[src/rtl/sr_pkg.sv]
package sr_pkg;
    localparam int PIX_W_DEF = 8;
    localparam int SHIFT_DEF = 16;
    localparam int LATENCY   = 5;

    function automatic int edge_width(input int pix_w);
        return pix_w + 3;
    endfunction

    function automatic int cube_width(input int pix_w);
        return 3 * (pix_w + 2) + 1;
    endfunction
endpackage

[src/rtl/sr_edge_term.sv]
module sr_edge_term #(
    parameter int PIX_W  = 8,
    parameter int EDGE_W = PIX_W + 3
) (
    input  logic                     clk,
    input  logic                     rst,
    input  logic [PIX_W-1:0]         ctr,
    input  logic [PIX_W-1:0]         up,
    input  logic [PIX_W-1:0]         dn,
    input  logic [PIX_W-1:0]         lf,
    input  logic [PIX_W-1:0]         rt,
    output logic signed [EDGE_W-1:0] edge_q
);
    localparam int AW = EDGE_W + 1;

    logic signed [AW-1:0] pos_w;
    logic signed [AW-1:0] neg_w;
    logic signed [AW-1:0] diff_w;

    always_comb begin
        pos_w  = AW'({ctr, 2'b00});
        neg_w  = AW'(up) + AW'(dn) + AW'(lf) + AW'(rt);
        diff_w = pos_w - neg_w;
    end

    always_ff @(posedge clk) begin
        if (rst) edge_q <= '0;
        else     edge_q <= diff_w[EDGE_W-1:0];
    end

    p_flat_zero_r3: assert property (@(posedge clk) disable iff (rst)
        (up == ctr && dn == ctr && lf == ctr && rt == ctr) |=> (edge_q == 0));
endmodule

[src/rtl/sr_cube.sv]
module sr_cube #(
    parameter int EDGE_W = 11,
    parameter int CUBE_W = 31
) (
    input  logic                     clk,
    input  logic                     rst,
    input  logic signed [EDGE_W-1:0] edge_in,
    output logic signed [CUBE_W-1:0] cube_q
);
    logic signed [CUBE_W-1:0] ext_w;
    logic signed [CUBE_W-1:0] cube_w;

    always_comb begin
        ext_w  = CUBE_W'(edge_in);
        cube_w = ext_w * ext_w * ext_w;
    end

    always_ff @(posedge clk) begin
        if (rst) cube_q <= '0;
        else     cube_q <= cube_w;
    end

    p_cube_neg_r4: assert property (@(posedge clk) disable iff (rst)
        (edge_in < 0) |=> (cube_q < 0));
    p_cube_pos_r4: assert property (@(posedge clk) disable iff (rst)
        (edge_in > 0) |=> (cube_q > 0));
    p_cube_zero_r4: assert property (@(posedge clk) disable iff (rst)
        (edge_in == 0) |=> (cube_q == 0));
endmodule

[src/rtl/sr_compress.sv]
module sr_compress #(
    parameter int PIX_W  = 8,
    parameter int CUBE_W = 31,
    parameter int SHIFT  = 16
) (
    input  logic                     clk,
    input  logic                     rst,
    input  logic signed [CUBE_W-1:0] cube_in,
    output logic signed [PIX_W:0]    lim_q
);
    localparam int LIM_MAX = (1 << PIX_W) - 1;
    localparam logic signed [CUBE_W-1:0] HI = CUBE_W'(LIM_MAX);
    localparam logic signed [CUBE_W-1:0] LO = -HI;
    localparam logic signed [CUBE_W-1:0] SAT_IN = CUBE_W'(longint'(LIM_MAX + 1) << SHIFT);

    logic signed [CUBE_W-1:0] shr_w;
    logic signed [CUBE_W-1:0] clip_w;

    always_comb begin
        shr_w = cube_in >>> SHIFT;
        if (shr_w > HI)      clip_w = HI;
        else if (shr_w < LO) clip_w = LO;
        else                 clip_w = shr_w;
    end

    always_ff @(posedge clk) begin
        if (rst) lim_q <= '0;
        else     lim_q <= clip_w[PIX_W:0];
    end

    p_lim_neg_r5: assert property (@(posedge clk) disable iff (rst)
        (cube_in < 0) |=> (lim_q < 0));
    p_lim_nonneg_r5: assert property (@(posedge clk) disable iff (rst)
        (cube_in >= 0) |=> (lim_q >= 0));
    p_lim_top_r6: assert property (@(posedge clk) disable iff (rst)
        (cube_in >= SAT_IN) |=> (lim_q == LIM_MAX));
    p_lim_bottom_r6: assert property (@(posedge clk) disable iff (rst)
        (cube_in <= -SAT_IN) |=> (lim_q == -LIM_MAX));
endmodule

[src/rtl/sr_merge.sv]
module sr_merge #(
    parameter int PIX_W = 8
) (
    input  logic                  clk,
    input  logic                  rst,
    input  logic signed [PIX_W:0] lim_in,
    input  logic [PIX_W-1:0]      cen_in,
    output logic [PIX_W-1:0]      pix_q
);
    localparam int SUM_W   = PIX_W + 2;
    localparam int PIX_MAX = (1 << PIX_W) - 1;

    logic signed [SUM_W-1:0] sum_w;
    logic signed [SUM_W-1:0] sum_q;
    logic [PIX_W-1:0]        lim_out_w;

    always_comb begin
        sum_w = SUM_W'(lim_in) + $signed({2'b00, cen_in});
    end

    always_comb begin
        if (sum_q < 0)             lim_out_w = '0;
        else if (sum_q > PIX_MAX)  lim_out_w = PIX_W'(PIX_MAX);
        else                       lim_out_w = sum_q[PIX_W-1:0];
    end

    always_ff @(posedge clk) begin
        if (rst) begin
            sum_q <= '0;
            pix_q <= '0;
        end else begin
            sum_q <= sum_w;
            pix_q <= lim_out_w;
        end
    end

    p_zext_r7: assert property (@(posedge clk) disable iff (rst)
        1'b1 |=> (sum_q >= $past(lim_in)));
    p_sat_low_r8: assert property (@(posedge clk) disable iff (rst)
        (sum_q < 0) |=> (pix_q == 0));
    p_sat_high_r8: assert property (@(posedge clk) disable iff (rst)
        (sum_q > PIX_MAX) |=> (pix_q == PIX_MAX));
endmodule

[src/rtl/sr_sharpen_pipe.sv]
module sr_sharpen_pipe
    import sr_pkg::*;
#(
    parameter int PIX_W = PIX_W_DEF,
    parameter int SHIFT = SHIFT_DEF
) (
    input  logic             clk,
    input  logic             rst,
    input  logic             in_valid,
    input  logic [PIX_W-1:0] ctr,
    input  logic [PIX_W-1:0] up,
    input  logic [PIX_W-1:0] dn,
    input  logic [PIX_W-1:0] lf,
    input  logic [PIX_W-1:0] rt,
    output logic             out_valid,
    output logic [PIX_W-1:0] out_pix
);
    localparam int EDGE_W  = edge_width(PIX_W);
    localparam int CUBE_W  = cube_width(PIX_W);
    localparam int CEN_DLY = 3;

    logic signed [EDGE_W-1:0] edge_s1;
    logic signed [CUBE_W-1:0] cube_s2;
    logic signed [PIX_W:0]    lim_s3;
    logic [PIX_W-1:0]         cen_pipe [CEN_DLY];
    logic [LATENCY-1:0]       vld_pipe;
    logic [2:0]               warm_q;

    sr_edge_term #(.PIX_W(PIX_W), .EDGE_W(EDGE_W)) u_edge (
        .clk(clk), .rst(rst), .ctr(ctr), .up(up), .dn(dn), .lf(lf), .rt(rt),
        .edge_q(edge_s1)
    );

    sr_cube #(.EDGE_W(EDGE_W), .CUBE_W(CUBE_W)) u_cube (
        .clk(clk), .rst(rst), .edge_in(edge_s1), .cube_q(cube_s2)
    );

    sr_compress #(.PIX_W(PIX_W), .CUBE_W(CUBE_W), .SHIFT(SHIFT)) u_comp (
        .clk(clk), .rst(rst), .cube_in(cube_s2), .lim_q(lim_s3)
    );

    sr_merge #(.PIX_W(PIX_W)) u_merge (
        .clk(clk), .rst(rst), .lim_in(lim_s3), .cen_in(cen_pipe[CEN_DLY-1]),
        .pix_q(out_pix)
    );

    always_ff @(posedge clk) begin
        if (rst) begin
            vld_pipe <= '0;
            for (int i = 0; i < CEN_DLY; i++) cen_pipe[i] <= '0;
        end else begin
            vld_pipe <= {vld_pipe[LATENCY-2:0], in_valid};
            cen_pipe[0] <= ctr;
            for (int i = 1; i < CEN_DLY; i++) cen_pipe[i] <= cen_pipe[i-1];
        end
    end

    assign out_valid = vld_pipe[LATENCY-1];

    always_ff @(posedge clk) begin
        if (rst)                 warm_q <= '0;
        else if (warm_q != 3'd5) warm_q <= warm_q + 3'd1;
    end

    p_valid_lat_r2: assert property (@(posedge clk) disable iff (rst || warm_q != 3'd5)
        out_valid == $past(in_valid, 5));
    p_reset_clear_r1: assert property (@(posedge clk)
        rst |=> (!out_valid && out_pix == 0));
endmodule

[config.mk]
export PLATFORM = sky130hd
export DESIGN_NAME = sr_sharpen_pipe
export DESIGN_NICKNAME = d
export VERILOG_FILES = /design/src/rtl/sr_pkg.sv /design/src/rtl/sr_edge_term.sv /design/src/rtl/sr_cube.sv /design/src/rtl/sr_compress.sv /design/src/rtl/sr_merge.sv /design/src/rtl/sr_sharpen_pipe.sv
export SDC_FILE = /design/constraint.sdc
export NUM_CORES = 1
export LEC_CHECK = 0
export ABC_AREA = 0
export CORE_MARGIN = 3
export CORE_UTILIZATION = 50
export CTS_CLUSTER_DIAMETER = 30
export DETAILED_ROUTE_END_ITERATION = 8
export PLACE_DENSITY = 0.67
export SLEW_MARGIN = 25
export SYNTH_ARGS = -nofsm -noshare
export SYNTH_HDL_FRONTEND = slang
export SYNTH_SLANG_ARGS = --single-unit
[constraint.sdc]
create_clock -name clk -period 12.63 [get_ports clk]
set_input_delay 2.526 -clock clk [delete_from_list [all_inputs] [get_ports clk]]
set_output_delay 2.526 -clock clk [all_outputs]
set_load 0.01 [all_outputs]
# == Word level (Yosys, flattened, before mapping) ==
# Memory sizes are Yosys's and may differ from the RTL's.
# Cells that the tools add are included.
# op_classes
add_sub_neg,5
mul,2
n_lt_le_gt_ge,4
n_mux,9
n_bitwise,3
n_reduce_logical,2
# ops
op,n
8-bit 2-to-1 mux,5
22-bit by 11-bit multiplier with 31-bit output,1
11-bit by 8-bit adder with 11-bit output,2
11-bit by 11-bit multiplier with 22-bit output,1
15-bit by 9-bit greater-than comparator with 1-bit output (second input constant),1
15-bit by 9-bit < comparator with 1-bit output (second input constant),1
11-bit subtractor,1
9-bit by 9-bit adder with 10-bit output,1
10-bit by 9-bit greater-than comparator with 1-bit output (second input constant),1
10-bit by 1-bit < comparator with 1-bit output (second input constant),1
8-bit by 8-bit adder with 9-bit output,1
9-bit 2-to-1 mux,1
2-bit OR reduction,2
1-bit 2-to-1 mux,3
1-bit bitwise OR,3
# word_totals
reg_bits,74
ram_bits,24
input_bits,43
word_cells,33
mem_count,1
# memory_table
name,depth,word_bits,rd,rd_ports_with_merged_regs,write_ports,line_no,source
cen_pipe,3,8,3,0,3,sr_sharpen_pipe.sv:25,logic [PIX_W-1:0] cen_pipe [CEN_DLY];

# == Logic depth before layout (Yosys ltp) ==
# Gate-level depths: netlist of run 1.
# depth
ltp_word,4
mapped_depth,43
mapped_depth_nobuf,42

# == Hierarchy ==
# From an unflattened synthesis of run 1, not the netlist that was laid out.
# hier_totals
hier_cells,1761
hier_area_um2,16228.1
# modules_own_cells
module,n_inst,cells_each,area_each_um2,seq_area_each_um2
sr_cube,1,1425,12752.2,620.6
sr_edge_term,1,150,1393.8,220.2
sr_sharpen_pipe,1,61,882.1,580.6
sr_merge,1,86,845.8,360.3
sr_compress,1,39,354.1,180.2

# == Least setup slack after synthesis of run 1 ==
# OpenSTA, ideal clock, no wires.
# synth_timing
path_type,flip-flop to flip-flop
startpoint,register u_edge.edge_q[4]
endpoint,register u_cube.cube_q[30]
arrival_time_ns,9.998
required_ns,12.513
setup_slack_ns,2.515
path_stages_with_launch,42
path_buffers,3
synth_period_minus_slack_ns,10.115
cell_sequence,dfxtp_1 > clkbuf_1 > buf_1 > nand2_1 > fa_1 > inv_1 > fa_1 > inv_1 > fa_1 > inv_1 > fa_1 > inv_1 > fa_1 > inv_1 > ha_1 > o21ai_0 > nand2b_1 > o41a_1 > [6 not listed] > fa_1 > fa_1 > inv_1 > fa_1 > fa_1 > inv_1 > fa_1 > inv_1 > ha_1 > nand3_1 > nor2_1 > o21ai_1 > a21oi_1 > nor2_1 > o311ai_1 > o31ai_1 > xnor3_1 > nor2_1
# synth_via
elab_chain_len,2
# synth_rtl
element,line_no,source
"start, declared",sr_edge_term.sv:12,output logic signed [EDGE_W-1:0] edge_q
"start signal, assigned",sr_edge_term.sv:28,else edge_q <= diff_w[EDGE_W-1:0];
11-bit by 11-bit multiplier with 22-bit output,sr_cube.sv:15,cube_w = ext_w * ext_w * ext_w;
22-bit by 11-bit multiplier with 31-bit output (*),sr_cube.sv:15,
"end signal, assigned",sr_cube.sv:20,else cube_q <= cube_w;
"end, declared",sr_cube.sv:8,output logic signed [CUBE_W-1:0] cube_q
# Every way passes the cells marked *; elsewhere a longest branch is shown, timed or not.
# A chain may end at the register's enable or synchronous reset.

# == Worst setup path after layout of run 1 ==
# layout_timing
startpoint,register u_edge.edge_q[1]
endpoint,register u_cube.cube_q[30]
# The elaborated chain is that of the path after synthesis.

==> key figures, run 1 <==
Drt
  • Drt wl/cell: between 15 and 20 um
  • Metal2 WL: about 16000 um
  • Vias/cell: 4.99
  • Post-Route WL: around 30000 um
  • DRT antenna net count: 0
  • Top sig layer: met4
  • WL met3: slightly below 1000 um
  • Detailed Routing Iterations Pass 1: 5
  • Metal-1 WL: 13600 um
  • Via count: between 10000 and 15000
  • DR iter-0 viols: between 400 and 500
  • Post-route DRC: 0

Placement
  • Cell area after placement: between 15000 and 20000 um^2
  • GPL Wtd Cong: roughly 0.86
  • Dpl cells: 2011
  • Post-DP HPWL: roughly 26000 um
  • Input/output buffers: 51

Synthesis
  • Ys Warns: 0
  • Yosys cell types: between 50 and 60
  • Synth Area in Simple Gates: 0.140
  • Synth Area in Compound Gates: 0.0600
  • Top FF cell, synth: dfxtp_1
  • Post-synth EDFFs: 0
  • Seq/Total Area, Yosys: 0.109
  • Largest family of logic cells by synthesized area: adder cells
  • Asr flop ratio synth: 0
  • Cell count after synthesis: around 1600
  • Post-synth top cells: inv_1, fa_1, nand2_1
  • Most frequent cell after synthesis: inv_1
  • Avg Synthesized Cell Area: 9.28 um^2
  • Net Count, Synth: approximately 2100
  • Area contributors post-synth: fa_1, ha_1, dfxtp_1, inv_1, and2_1
  • Top-area cell type share of the netlist area: 0.413
  • Syn Std Cell Area: ~15000 um^2
  • Register bit count reported by yosys: 82
  • Synthesized-area fraction occupied by xor and xnor cells: 0.0446
  • Synth Area in Adders: 0.533
  • Multiplexer share of the synthesized area: 0
  • Synth area leader: fa_1

Die
  • Boundary pin count: 52
  • Die width: between 150 and 200 um
  • Die Area: around 32000 um^2
  • Row count: 62
  • Die Ht: about 180 um
  • Core area: between 20000 and 30000 um^2
  • Initial core utilization: 0.515

Timing
  • Setup TNS: 0 ns
  • Setup-failing EPs final: 0
  • Max Clock Freq: 89.5 MHz
  • Slew HR: 0.300
  • Worst clock skew: approximately 0.013 ns
  • Period Utilization, post-route: 0.885
  • Minimum clock period: roughly 11 ns
  • Slew Limit Fails: 0
  • Worst slew pin tran: about 1.0 ns
  • Hold Vio Cnt, Final: 0
  • Hold slack: 0.427 ns
  • RSZ-0062 raised after global routing: false

Worst setup path
  • Worst reg2reg setup slack: 1.46 ns
  • WP data required: between 10 and 15 ns
  • Critical path's top delay family: adder cells
  • Critical path's largest stage delay: between 0.9 and 1 ns
  • FF-to-FF path depth: 36
  • Crit path launch type: flop
  • Critical path type: flop to flop
  • Worst Path Arrival: ~11 ns
  • Critical-path top delay cell: dfxtp_1
  • Crit-path max FO: 21
  • Buf/Inv on CP: 7
  • Crit Reg-Reg Endpoint: u_cube.cube_q[30]$_SDFF_PP0_
  • CP dominant cell by count: fa_1
  • Critical Path Sink Type: flop
  • Reg2reg start: u_edge.edge_q[1]$_SDFF_PP0_

GRT
  • Vias in the first global route: ~11000
  • First-pass GRT wire length: approximately 53000 um
  • Largest net degree at the start of global routing: 70
  • Initial antenna violation count: 0
  • GRT Overall Usage: 0.206
  • Grt total ovfl: 0

Worst hold path
  • Hold Startpoint: u_merge.sum_q[4]$_SDFF_PP0_
  • Hold crit path type: flop to flop
  • Endpoint, Worst Hold: u_merge.pix_q[4]$_SDFF_PP0_
  • Hold path depth: 1

Clocking
  • # Post-CTS Setup Buffers: 0
  • Hold Buf Count CTS: 0
  • Worst-skew pair later-pin latency: roughly 0.34 ns
  • CTS root buffer: clkbuf_16
  • CTS Buf Count: 9
  • Clock transition at path regs: 0.08 ns
  • Resize count post-CTS: 0
  • Htree depth: 3
  • Max Buffers Root-to-Sink: 2
  • CTS sink cnt: 82
  • CTS tree: done

Finish
  • Ant diodes: 0
  • Synthesis-to-layout area growth: 7.90%
  • Area of the multi-input gates: between 10000 and 15000 um^2
  • Final Non-Filler Cells: 2027
  • Design area: roughly 16000 um^2
  • Post-layout net count: between 2000 and 2500
  • Fillers: approximately 2700
  • Sequential cell area: approximately 1600 um^2
  • Layout cells sized above 1: 0.0316

Job
  • Max-cap violation count: 0

Run status
  • Status: finished clean
## kinds of logic after synthesis
group	Yosys count
AND/OR/NAND/NOR	426
flip-flops	82
AO/OA/AOI/OAI	133
XOR/XNOR	74
adder cells (fa/ha/maj)	454
buffers and inverters	448
## final cells by class
class,instances,share of cell area
sequential,82,0.101
clock buffer,9,0.0139
tap,384,0.0297
clock inverter,7,0.00440
inverter,391,0.0906
timing repair buffer,67,0.0386
multi-input combinational,1087,0.721
## state kept, by name (all words and copies together) (netlist names)
signal	flops
u_merge.pix_q	8
u_edge.edge_q	11
u_cube.cube_q	15
u_merge.sum_q	10
vld_pipe	5
cen_pipe	24
u_comp.lim_q	9
## stage by stage
stage / util / setup slack (ns)
global route: 0.555 / 0.783
floorplan: - / 2.52
CTS: 0.555 / 1.44
global placement: 0.545 / 1.71
finish: 0.555 / 1.46
detailed placement: 0.545 / 1.48
## worst max path at each step
| stage | start | end | slack [ns] | cells after the start |
|---|---|---|---|---|
| final | u_edge.edge_q[1]$_SDFF_PP0_ | u_cube.cube_q[30]$_SDFF_PP0_ | 1.46 | 36 |
| after floorplan | u_edge.edge_q[4]$_SDFF_PP0_ | u_cube.cube_q[30]$_SDFF_PP0_ | 2.52 | 41 |
| after CTS | u_edge.edge_q[1]$_SDFF_PP0_ | u_cube.cube_q[30]$_SDFF_PP0_ | 1.44 | 34 |
| after global routing | u_edge.edge_q[1]$_SDFF_PP0_ | u_cube.cube_q[30]$_SDFF_PP0_ | 0.78 | 36 |
| after detailed placement | u_edge.edge_q[1]$_SDFF_PP0_ | u_cube.cube_q[30]$_SDFF_PP0_ | 1.48 | 34 |
| after global placement | u_edge.edge_q[1]$_SDFF_PP0_ | u_cube.cube_q[30]$_SDFF_PP0_ | 1.71 | 34 |
## cells in the final DEF, fill, tap and decap left out, drive strengths merged, types with 9 or more instances in the layout
cell / instances
nor2: 77
and2: 95
a21oi: 47
xnor2: 55
clkbuf: 9
nand2b: 16
fa: 310
nand3: 11
nand2: 151
clkdlybuf4s50: 50
o21ai: 16
buf: 17
xor2: 18
ha: 144
dfxtp: 82
nor2b: 50
a21o: 16
inv: 394
o21a: 19
## per-layer routing
metal  up-vias  global-route usage
li1       4825                   -
met4         0              0.0370
met3        26              0.0227
met1      5108               0.278
met2       151               0.364
met5         -                   0
Power of run 1 is not shown: default switching activity piles up to over one toggle a cycle in this logic, so the estimate is an artifact.
==> inputs of run 2 (changes only) <==
- ABC_AREA: 0 -> unset
- SETUP_SLACK_MARGIN: unset -> 0.1
- SYNTH_HIERARCHICAL: unset -> 1
==> run 2 against run 1 <==
Non-clock buffer count up 6; first-iteration DRC count up 17%; highest routed layer is now met5; sequential cell count unchanged; clock skew up 0.0052 ns; synthesized cell count up 5.6%; via count up 6.9%; die area up 4.4%.
==> key figures, run 2 <==
Timing
  • RSZ-0062 raised after global routing: false
  • Hold Vio Cnt, Final: 0
  • Minimum clock period: approximately 11 ns
  • Slew Limit Fails: 0
  • Setup TNS: 0 ns
  • Slew HR: 0.300
  • Worst slew pin tran: approximately 1.0 ns
  • Period Utilization, post-route: 0.892
  • Setup-failing EPs final: 0
  • Max Clock Freq: around 90 MHz
  • Worst clock skew: about 0.018 ns

Worst setup path
  • Critical path's largest stage delay: 0.74 ns
  • Worst Path Arrival: approximately 11 ns
  • Crit path launch type: flop
  • Critical-path top delay cell: nor2_1
  • WP data required: approximately 13 ns
  • Critical path's top delay family: adder cells
  • Buf/Inv on CP: 6
  • Crit-path max FO: 14
  • CP dominant cell by count: fa_1
  • Critical path type: flop to flop
  • Critical Path Sink Type: flop

Clocking
  • Worst-skew pair later-pin latency: 0.35 ns
  • # Post-CTS Setup Buffers: 0
  • Hold Buf Count CTS: 0
  • CTS Buf Count: 9
  • Resize count post-CTS: 0
  • Htree depth: 3
  • CTS root buffer: clkbuf_16
  • CTS tree: done
  • CTS sink cnt: just over 80
  • Max Buffers Root-to-Sink: 2
  • Clock transition at path regs: 0.07 ns

Finish
  • Fillers: ~2800
  • Synthesis-to-layout area growth: 7.67%
  • Fin util: 0.549
  • Post-layout net count: roughly 2200
  • Largest registers: cen_pipe (24), u_cube/cube_q (15), u_edge/edge_q (11)
  • Layout cells sized above 1: 0.0444
  • Sequential cell area: approximately 1600 um^2
  • Most common cell after layout, fill and taps aside: inv_1
  • Max reg flops: 24
  • Area of the multi-input gates: 12200 um^2
  • Most flop-heavy register: cen_pipe
  • Most frequent cells in the layout: inv_1, fa_1, nand2_1

Die
  • Die Ht: approximately 180 um
  • Row count: 64
  • Die Area: about 34000 um^2
  • Initial core utilization: 0.510
  • Die width: about 180 um
  • Boundary pin count: 52
  • Core area: around 30000 um^2

Placement
  • Post-DP HPWL: 26900 um
  • GPL Wtd Cong: roughly 0.84
  • Input/output buffers: 51

GRT
  • Vias in the first global route: 11700
  • GRT Overall Usage: 0.210
  • Grt total ovfl: 0
  • Largest net degree at the start of global routing: 80
  • Initial antenna violation count: 1
  • First-pass GRT wire length: 57100 um

Drt
  • DR iter-0 viols: 515
  • Vias/cell: slightly above 5
  • Drt wl/cell: about 15 um
  • Post-Route WL: about 32000 um
  • Detailed Routing Iterations Pass 1: 4
  • DRT antenna net count: 0
  • Via count: ~11000
  • Post-route DRC: 0

Synthesis
  • Ys Warns: 6
  • Avg Synthesized Cell Area: 9.19 um^2
  • Syn Std Cell Area: roughly 16000 um^2
  • Cell count after synthesis: about 1700
  • Net Count, Synth: 2207

Run status
  • Status: finished clean

Job
  • Max-cap violation count: 0

Worst hold path
  • Hold crit path type: flop to flop
run 2: cell type report:
cell class | count | share of cell area
Clock buffer | 10 | 0.0136
Clock inverter | 6 | 0.00289
Inverter | 419 | 0.0931
Multi-Input combinational cell | 1145 | 0.724
Tap cell | 396 | 0.0293
Antenna cell | 1 | 0.000148
Sequential cell | 82 | 0.0972
Timing Repair Buffer | 73 | 0.0397
run 2: worst register-to-register path, delay by kind of cell, from the launching register on:
kind	cells	cell delay [ns]
XOR/XNOR	2	0.62
AO/OA/AOI/OAI	7	1.54
flip-flops	1	0.72
buffers and inverters	6	0.58
AND/OR/NAND/NOR	8	1.88
adder cells (fa/ha/maj)	12	5.79
run 2: worst paths after layout:
kind,startpoint,cells past startpoint,slack [ns],endpoint
worst max-delay path,u_edge/edge_q[2]$_SDFF_PP0_,35,1.36,u_cube/cube_q[30]$_SDFF_PP0_
worst min-delay path,u_merge/sum_q[3]$_SDFF_PP0_,1,0.43,u_merge/pix_q[3]$_SDFF_PP0_
worst max register to register,u_edge/edge_q[2]$_SDFF_PP0_,35,1.36,u_cube/cube_q[30]$_SDFF_PP0_
worst min register to register,u_merge/sum_q[3]$_SDFF_PP0_,1,0.43,u_merge/pix_q[3]$_SDFF_PP0_
run 2: metrics by stage:
step / instances / hold slack, ns / cell area, um^2 / worst slack [ns]
2_1_floorplan: 1708 / 0.405 / 15700 / 2.26
3_3_place_gp: 2115 / 0.413 / 16600 / 1.67
3_5_place_dp: 2115 / 0.414 / 16600 / 1.49
4_1_cts: 2131 / 0.430 / 16900 / 1.46
5_1_grt: 2131 / 0.429 / 16900 / 0.688
6_report: 2132 / 0.427 / 16900 / 1.36
run 2: metal layers:
layer	track usage	wire length, um	up-vias
li1	-	-	5144
met1	0.284	14200	5425
met2	0.361	16000	191
met3	0.0256	1330	49
met4	0.0567	874	2
met5	0	20	-
Power of run 2 is left out for the same reason.
==> inputs of run 3 (changes only) <==
- CAP_MARGIN: unset -> 40
- SKIP_LAST_GASP: unset -> 1
==> run 3 against run 2 <==
Clock skew grew 0.0017 ns; maximum frequency is 0.92% higher; die area unchanged; sequential cell count unchanged; final area increased by 0.32%; via count down 0.43%; setup slack gained 0.10 ns; critical path depth rose by 1; register-to-register slack improved by 0.10 ns; count of clock-buffer cells in the layout is 1 lower; first-iteration DRC count decreased by 0.58%; cell count up 0.33%; highest routed layer unchanged.
==> key figures, run 3 (same netlist as run 2, synthesis figures left out) <==
Run status
  • Status: finished clean

Timing
  • Period Utilization, post-route: 0.884
  • Slew Limit Fails: 0
  • Minimum clock period: approximately 11 ns
  • Worst slew pin tran: approximately 0.74 ns
  • Setup TNS: 0 ns
  • RSZ-0062 raised after global routing: false
  • Setup-failing EPs final: 0
  • Slew HR: 0.506
  • Hold Vio Cnt, Final: 0
  • Worst clock skew: just under 0.02 ns
  • Max Clock Freq: 89.5 MHz

Finish
  • Most common cell after layout, fill and taps aside: inv_1
  • Fillers: 2771
  • Most frequent cells in the layout: inv_1, fa_1, nand2_1
  • Most flop-heavy register: cen_pipe
  • Ant diodes: 0
  • Post-layout net count: between 2000 and 2500
  • Max reg flops: 24
  • Largest registers: cen_pipe (24), u_cube/cube_q (15), u_edge/edge_q (11)
  • Synthesis-to-layout area growth: 8.01%
  • Layout cells sized above 1: 0.0476

Clocking
  • Htree depth: 3
  • Resize count post-CTS: 0
  • Worst-skew pair later-pin latency: 0.35 ns
  • CTS root buffer: clkbuf_16
  • CTS Buf Count: 9
  • # Post-CTS Setup Buffers: 0
  • CTS tree: done
  • Hold Buf Count CTS: 0
  • CTS sink cnt: 82
  • Max Buffers Root-to-Sink: 2
  • Clock transition at path regs: 0.08 ns

Worst setup path
  • Critical Path Sink Type: flop
  • Critical path type: flop to flop
  • Buf/Inv on CP: 6
  • Critical path's largest stage delay: around 0.74 ns
  • Worst Path Arrival: roughly 11 ns
  • Crit-path max FO: 14
  • WP data required: between 10 and 15 ns
  • CP dominant cell by count: fa_1
  • Crit path launch type: flop
  • Critical-path top delay cell: dfxtp_1
  • Critical path's top delay family: adder cells

Die
  • Initial core utilization: 0.510
  • Boundary pin count: 52
  • Die width: ~180 um
  • Row count: 64
  • Die Ht: between 150 and 200 um
  • Core area: just over 30000 um^2
  • Die Area: between 30000 and 40000 um^2

GRT
  • Largest net degree at the start of global routing: 80
  • Initial antenna violation count: 2
  • Vias in the first global route: between 10000 and 15000
  • GRT Overall Usage: 0.209
  • First-pass GRT wire length: about 57000 um
  • Grt total ovfl: 0

Drt
  • Detailed Routing Iterations Pass 1: 5
  • Vias/cell: around 5.0
  • Drt wl/cell: about 15 um
  • Via count: between 10000 and 15000
  • Post-Route WL: 32200 um
  • DR iter-0 viols: between 500 and 600
  • DRT antenna net count: 0
  • Post-route DRC: 0

Placement
  • Post-DP HPWL: approximately 27000 um
  • Input/output buffers: between 50 and 60
  • GPL Wtd Cong: around 0.84

Job
  • Max-cap violation count: 0

Worst hold path
  • Hold crit path type: flop to flop
==> run 3: final cells by class <==
| class | instances | area [um^2] | area share |
|---|---|---|---|
| clock inverters | 7 | 58.8 | 0.00347 |
| inverters | 419 | 1570 | 0.0928 |
| well taps | 396 | 495 | 0.0292 |
| clock buffers | 9 | 225 | 0.0133 |
| flip-flops and latches | 82 | 1640 | 0.0969 |
| multi-input cells | 1145 | 12200 | 0.720 |
| repair buffers | 81 | 743 | 0.0439 |
==> run 3: final timing paths <==
check / end / cells after the start / start / slack, ns
setup / recovery: u_cube/cube_q[30]$_SDFF_PP0_ / 36 / u_edge/edge_q[2]$_SDFF_PP0_ / 1.46
hold / removal: u_merge/pix_q[2]$_SDFF_PP0_ / 1 / u_merge/sum_q[2]$_SDFF_PP0_ / 0.42
setup reg to reg: u_cube/cube_q[30]$_SDFF_PP0_ / 36 / u_edge/edge_q[2]$_SDFF_PP0_ / 1.46
hold reg to reg: u_merge/pix_q[2]$_SDFF_PP0_ / 1 / u_merge/sum_q[2]$_SDFF_PP0_ / 0.42
==> run 3: stage by stage <==
step	std cells	utilization	hold WS, ns	worst slack, ns	instance area, um^2
final	2139	0.551	0.422	1.46	16900
after global routing	2139	0.551	0.430	0.807	16900
after CTS	2137	0.550	0.422	1.45	16900
after floorplan	1708	-	0.405	2.26	15700
after detailed placement	2121	0.541	0.411	1.47	16600
after global placement	2115	0.540	0.413	1.67	16600
==> run 3: per-layer routing <==
layer	track usage	wire, um	up-vias
met5	0	23	-
met4	0.0588	913	4
met3	0.0248	1310	48
met2	0.357	15900	188
met1	0.283	14000	5366
li1	-	-	5159
Power of run 3 is left out for the same reason.
